File: config.mk
export PLATFORM = sky130hd
export DESIGN_NAME = stream_pacer
export DESIGN_NICKNAME = d
export VERILOG_FILES = /design/src/rtl/pacer_pkg.sv /design/src/rtl/pacer_fifo.sv /design/src/rtl/pacer_slot_timer.sv /design/src/rtl/pacer_tagger.sv /design/src/rtl/stream_pacer.sv
export SDC_FILE = /design/constraint.sdc
export NUM_CORES = 1
export LEC_CHECK = 0
export BUFFER_PORTS_ARGS = -buffer_cell sky130_fd_sc_hd__buf_2
export CORE_AREA = 2 2 135 137
export CTS_BUF_LIST = sky130_fd_sc_hd__clkbuf_2 sky130_fd_sc_hd__clkbuf_4 sky130_fd_sc_hd__clkbuf_8
export DETAILED_ROUTE_END_ITERATION = 10
export DIE_AREA = 0 0 137 139
export SLEW_MARGIN = 0
export SYNTH_ARGS = -nofsm -noshare
export SYNTH_HDL_FRONTEND = slang
export SYNTH_SLANG_ARGS = --single-unit
File: constraint.sdc
create_clock -name clk -period 2.8 [get_ports clk]
set_input_delay 0.14 -clock clk [delete_from_list [all_inputs] [get_ports clk]]
set_output_delay 0.14 -clock clk [all_outputs]
set_load 0.03 [all_outputs]
File: src/rtl/pacer_pkg.sv
package pacer_pkg;
   // Width of an index able to hold values 0 .. n-1, never less than 1 bit.
   function automatic int idx_width(input int n);
      return (n > 1) ? $clog2(n) : 1;
   endfunction

   // Width of a counter able to hold values 0 .. n.
   function automatic int cnt_width(input int n);
      return $clog2(n + 1);
   endfunction
endpackage

File: src/rtl/pacer_fifo.sv
module pacer_fifo #(
   parameter int WIDTH = 18,
   parameter int DEPTH = 8
) (
   input  logic             clk,
   input  logic             rst,
   input  logic             wr_en,
   input  logic [WIDTH-1:0] wr_data,
   input  logic             rd_en,
   output logic [WIDTH-1:0] rd_data,
   output logic             empty,
   output logic             full
);
   localparam int PW = pacer_pkg::idx_width(DEPTH);
   localparam int CW = pacer_pkg::cnt_width(DEPTH);
   localparam logic [PW-1:0] LAST = PW'(DEPTH - 1);

   logic [WIDTH-1:0] mem [DEPTH];
   logic [PW-1:0]    wr_ptr, rd_ptr;
   logic [CW-1:0]    count;

   assign empty   = (count == '0);
   assign full    = (count == CW'(DEPTH));
   assign rd_data = mem[rd_ptr];

   always_ff @(posedge clk) begin
      if (wr_en) mem[wr_ptr] <= wr_data;
   end

   always_ff @(posedge clk) begin
      if (rst) begin
         wr_ptr <= '0;
         rd_ptr <= '0;
         count  <= '0;
      end else begin
         if (wr_en) wr_ptr <= (wr_ptr == LAST) ? '0 : wr_ptr + 1'b1;
         if (rd_en) rd_ptr <= (rd_ptr == LAST) ? '0 : rd_ptr + 1'b1;
         case ({wr_en, rd_en})
            2'b10:   count <= count + 1'b1;
            2'b01:   count <= count - 1'b1;
            default: count <= count;
         endcase
      end
   end
endmodule

File: src/rtl/pacer_slot_timer.sv
module pacer_slot_timer #(
   parameter int SPACING = 8
) (
   input  logic clk,
   input  logic rst,
   output logic slot_open
);
   generate
      if (SPACING == 1) begin : g_every_clock
         assign slot_open = 1'b1;
      end else begin : g_counter
         localparam int SW = pacer_pkg::idx_width(SPACING);
         localparam logic [SW-1:0] WRAP = SW'(SPACING - 1);
         logic [SW-1:0] slot_q;

         always_ff @(posedge clk) begin
            if (rst)                 slot_q <= '0;
            else if (slot_q == WRAP) slot_q <= '0;
            else                     slot_q <= slot_q + 1'b1;
         end

         assign slot_open = (slot_q == '0);
      end
   endgenerate
endmodule

File: src/rtl/pacer_tagger.sv
module pacer_tagger #(
   parameter int NUM_CH = 4,
   parameter int CH_W   = 2
) (
   input  logic            clk,
   input  logic            rst,
   input  logic            in_valid,
   input  logic [CH_W-1:0] in_chan,
   output logic [CH_W-1:0] arr_tag,
   output logic            order_err
);
   localparam logic [CH_W-1:0] LAST_CH = CH_W'(NUM_CH - 1);
   logic [CH_W-1:0] arr_q;

   assign arr_tag = arr_q;

   generate
      if (NUM_CH == 1) begin : g_single
         always_ff @(posedge clk) arr_q <= '0;
      end else begin : g_multi
         always_ff @(posedge clk) begin
            if (rst)                         arr_q <= '0;
            else if (in_valid && arr_q == LAST_CH) arr_q <= '0;
            else if (in_valid)               arr_q <= arr_q + 1'b1;
         end
      end
   endgenerate

   always_ff @(posedge clk) begin
      if (rst)                                order_err <= 1'b0;
      else if (in_valid && in_chan != arr_q)  order_err <= 1'b1;
   end
endmodule

File: src/rtl/stream_pacer.sv
module stream_pacer #(
   parameter int DATA_W  = 16,
   parameter int NUM_CH  = 4,
   parameter int SPACING = 8,
   parameter int DEPTH   = 8,
   localparam int CH_W   = pacer_pkg::idx_width(NUM_CH)
) (
   input  logic              clk,
   input  logic              rst,
   input  logic              in_valid,
   input  logic [DATA_W-1:0] in_data,
   input  logic [CH_W-1:0]   in_chan,
   input  logic              out_ready,
   output logic              out_valid,
   output logic [DATA_W-1:0] out_data,
   output logic [CH_W-1:0]   out_chan,
   output logic              overflow_err,
   output logic              order_err
);
   localparam int ENT_W = DATA_W + CH_W;

   generate
      if (SPACING < 1)     begin : g_bad_spacing $error("SPACING must be at least 1"); end
      if (NUM_CH < 1)      begin : g_bad_ch      $error("NUM_CH must be at least 1"); end
      if (DEPTH < NUM_CH)  begin : g_bad_depth   $error("DEPTH must hold a full burst"); end
      if (DATA_W < 1)      begin : g_bad_width   $error("DATA_W must be at least 1"); end
   endgenerate

   logic             slot_open;
   logic             fifo_empty, fifo_full;
   logic             wr_en, issue;
   logic [CH_W-1:0]  arr_tag;
   logic [ENT_W-1:0] rd_entry;

   pacer_tagger #(.NUM_CH(NUM_CH), .CH_W(CH_W)) u_tagger (
      .clk(clk), .rst(rst), .in_valid(in_valid), .in_chan(in_chan),
      .arr_tag(arr_tag), .order_err(order_err)
   );

   pacer_slot_timer #(.SPACING(SPACING)) u_slot (
      .clk(clk), .rst(rst), .slot_open(slot_open)
   );

   assign wr_en = in_valid && !fifo_full;
   assign issue = slot_open && !fifo_empty && out_ready;

   pacer_fifo #(.WIDTH(ENT_W), .DEPTH(DEPTH)) u_fifo (
      .clk(clk), .rst(rst),
      .wr_en(wr_en), .wr_data({arr_tag, in_data}),
      .rd_en(issue), .rd_data(rd_entry),
      .empty(fifo_empty), .full(fifo_full)
   );

   always_ff @(posedge clk) begin
      if (rst) begin
         out_valid <= 1'b0;
         out_data  <= '0;
         out_chan  <= '0;
      end else begin
         out_valid <= issue;
         if (issue) begin
            out_data <= rd_entry[DATA_W-1:0];
            out_chan <= rd_entry[ENT_W-1:DATA_W];
         end
      end
   end

   always_ff @(posedge clk) begin
      if (rst)                        overflow_err <= 1'b0;
      else if (in_valid && fifo_full) overflow_err <= 1'b1;
   end
endmodule

==> qor.yml <==
run_status:
  status: "completed"
logic_synthesis:
  async_flop_share_pct: 0
  syn_area_per_cell_um2: 18.2
  synth_top_family_by_area: "multiplexers"
  synthFlopType: "edfxtp_1"
  synth.distinct_cells: 39
  synth_edf_count: 144
  synth.net_count: 412
  muxShareOfSynthArea_pct: 12.2
  syn_area_mm2: 0.00690
  yosys.area_share.simple_pct: 7.16
  synth_warnings: 0
  synth_area_leaders: "edfxtp_1 63%, mux4_2 12%, dfxtp_1 10%"
  synth-seq-cells: 180
  synth_compound_area_share_pct: 2.92
  synth_top_area_share_pct: 62.7
  seq_area_frac_synth_pct: 73.1
  synth_fa_ha_area_share_pct: 1.99
  syn_inst: 379
  synth.largest_area_cell: "edfxtp_1"
  synth_xor_area_share_pct: 0.635
global_route:
  grt_use_met1_pct: 20.4
  antenna_found_initial: 0
  grt_pass1_vias: 3659
  gr-usage-all-layers_pct: 15.0
  gr-usage-met3_pct: 3.65
  grt_busiest_layer: "met2"
  grt_pass1_wl_um: 20800
  grt_start_max_net_pins: 25
  grt_remaining_overflow: 0
  grt_util_met2_pct: 23.5
worst_setup_path:
  worstReg2RegStart: "u_fifo.count[1]"
  r2r_end: "u_fifo.count[2]"
  crit_required_ns: 3.19
  critPathLaunchType: "flip-flop"
  r2r_slack_ns: 0.17
  crit_fanout: 8
  worstPathArrival_ns: 3.01
  cp-end-kind: "flip-flop"
  path_class: "reg -> reg"
  rr_worst_depth: 10
routing:
  detail-route-antenna-nets: 0
  post-route-drc-count: 0
  first_pass_iters: 4
  vias_per_cell: 5.18
  routedWlPerCell_um: 19.3
  drt-initial-drc-count: 310
  vias: 3600
  finalWirelength_um: 13400
floorplanning:
  rows: 49
  dieWidth_um: 137
  boundaryPins: 43
  start_util_pct: 39.1
  die_area_mm2: 0.0190
  die_h_um: 139
  core_mm2: 0.0177
power_and_ir_drop:
  p_leak_nw: 2.69
  swShare_pct: 26.7
  worst_ir_drop_vdd_mv: 0.391
  seqPwrFrac_pct: 56.2
  switching_power_w: 0.00150
  combinationalPowerShare_pct: 16.0
  power_density_mw_per_mm2: 702
  p_clk_share_pct: 27.8
  power.internal_w: 0.00410
finish:
  utilization_pct: 45.2
  diodes: 0
  num-fill-cells: 1551
  synthToLayoutAreaGrowth_pct: 15.5
  final_nets: 487
  drive_gt1_share_pct: 32.8
sta:
  fin_skew_ns: 0.0131
  worstMarginPinSlew_ns: 0.776
  slew_violations: 0
  final.min_clock_period_ns: 2.63
  fin_crit_sh_pct: 93.8
  final-setup-viol-count: 0
  finalHoldViolCount: 0
  rsz0062_at_grt: "false"
  tns_ns: 0
  setup_ws_ns: 0.173
  relSlewSlack_pct: 48.2
  fmax_mhz: 381
run:
  drv_cap: 0
placed_design:
  port_buffers: 42
  hpwl_um: 7970
  gp_congestion: 0.715
  pre_cts_ws_ns: 0.144
clock_network:
  h-tree-depth: 4
  path_clk_slew_ns: 0.09
  cts_buffer_depth: 2
  clkLatencyLatePin_ns: 0.46
  cts_tree: "yes"
  numCtsBuffers: 17
  cts.root.buffer_cell: "clkbuf_8"
  cts.sinks: 180
min_path:
  hold_path_class: "in -> reg"
  hp-start: "in_valid"
  whs_path_depth: 3
  hold_end: "u_fifo.wr_ptr[2]"
synthesized netlist by cell type, types with 2 or more instances:
cell      number
edfxtp_1     144
inv_1          3
mux2i_1        2
nand2_1       12
nor3b_1        2
buf_4          3
nor3_1        13
xor2_1         3
nand3_1        2
nor2_1        29
buf_1          3
clkbuf_1       5
dfxtp_1       36
o22ai_1       18
nor2b_1        2
o21ai_0        3
nand2b_1       3
nand3b_1       2
mux4_2        36
or3_1          3
buf_6          3
buf_2          5
xnor2_1        2
ha_1          11
a21oi_1       10
nor3_2        11
stage by stage:
step	instances	total power (W)	hold WS (ns)	instance area [um2]
2_1_floorplan	379	0.00384	0.239	6910
3_3_place_gp	648	0.00407	0.403	7460
3_5_place_dp	648	0.00410	0.411	7460
4_1_cts	695	0.00565	0.0171	7960
5_1_grt	695	0.00585	0.0207	7970
6_report	695	0.00560	0.0433	7970
critical path: stages, from the launching register on:
cell	delay (ns)
dfxtp_1	0.40
or4_4	0.55
nand2_2	0.14
inv_1	0.10
ha_1	0.28
xor2_1	0.17
ha_1	0.20
a21oi_1	0.14
xor2_1	0.11
or3_1	0.33
a21oi_1	0.14
cells in the final DEF, fill, tap and decap left out, drive strengths merged, types with 3 or more instances in the layout:
cell | synthesis | routed
edfxtp | 144 | 144
buf | 15 | 60
mux4 | 36 | 36
dfxtp | 36 | 36
nor2 | 29 | 29
nor3 | 24 | 24
clkbuf | 5 | 22
o22ai | 18 | 18
dlygate4sd3 | 0 | 16
nand2 | 12 | 12
ha | 11 | 11
a21oi | 10 | 10
clkinv | 0 | 6
inv | 3 | 4
xor2 | 3 | 3
nand2b | 3 | 3
o21ai | 3 | 3
or3 | 3 | 3
nand3 | 3 | 3
nand3b | 3 | 3
flip-flops by register name (all words and copies together) (netlist names):
| name | flops |
|---|---|
| out_chan | 2 |
| out_data | 16 |
| out_valid | 1 |
| overflow_err | 1 |
| u_fifo.count | 4 |
| u_fifo.mem | 144 |
| u_fifo.rd_ptr | 3 |
| u_fifo.wr_ptr | 3 |
| u_slot.g_counter.slot_q | 3 |
| u_tagger.arr_tag | 2 |
| u_tagger.order_err | 1 |
how the worst max path moves through the flow:
stage | slack [ns] | startpoint | to
2_1_floorplan | 0.18 | u_fifo.count[1] | u_fifo.count[3]
3_3_place_gp | 0.26 | u_fifo.count[3] | u_fifo.count[3]
3_5_place_dp | 0.14 | u_fifo.count[3] | u_fifo.count[2]
4_1_cts | 0.10 | u_fifo.count[3] | u_fifo.count[2]
5_1_grt | 0.01 | u_fifo.count[1] | u_fifo.count[2]
6_report | 0.17 | u_fifo.count[1] | u_fifo.count[2]
power groups by stage:
stage | registers [W] | clock network, W | logic (W)
2_1_floorplan | 0.00327 | 0 | 0.000567
3_3_place_gp | 0.00320 | 0 | 0.000864
3_5_place_dp | 0.00321 | 0 | 0.000890
4_1_cts | 0.00315 | 0.00159 | 0.000911
5_1_grt | 0.00317 | 0.00169 | 0.000980
6_report | 0.00315 | 0.00156 | 0.000894
layer usage:
layer  up-vias  routed length (um)
li1       1645                   -
met1      1869                5940
met2        76                6600
met3        10                 699
met4         0                 160
met5         -                   0
layout make-up:
type	count	area (um2)	area share, %
Sequential cell	180	5050	63.3
Multi-Input combinational cell	176	1770	22.2
Timing Repair Buffer	76	518	6.50
Tap cell	229	287	3.59
Clock buffer	22	284	3.56
Clock inverter	9	56.3	0.706
Inverter	3	11.3	0.141
timing repair:
action | CTS | global route
gates resized for setup | 0 | 2
hold endpoints to repair | 128 | 0
buffers inserted | 0 | 0
hold buffers | 16 | 0
endpoints found under the setup margin | 0 | 2
cell families after synthesis:
family | after synthesis
xor+xnor | 5
simple gates | 87
compound gates | 34
flops | 180
buf+inv | 23
fa+ha+maj | 11
mux | 39
Power figures use the tool's default switching activity.
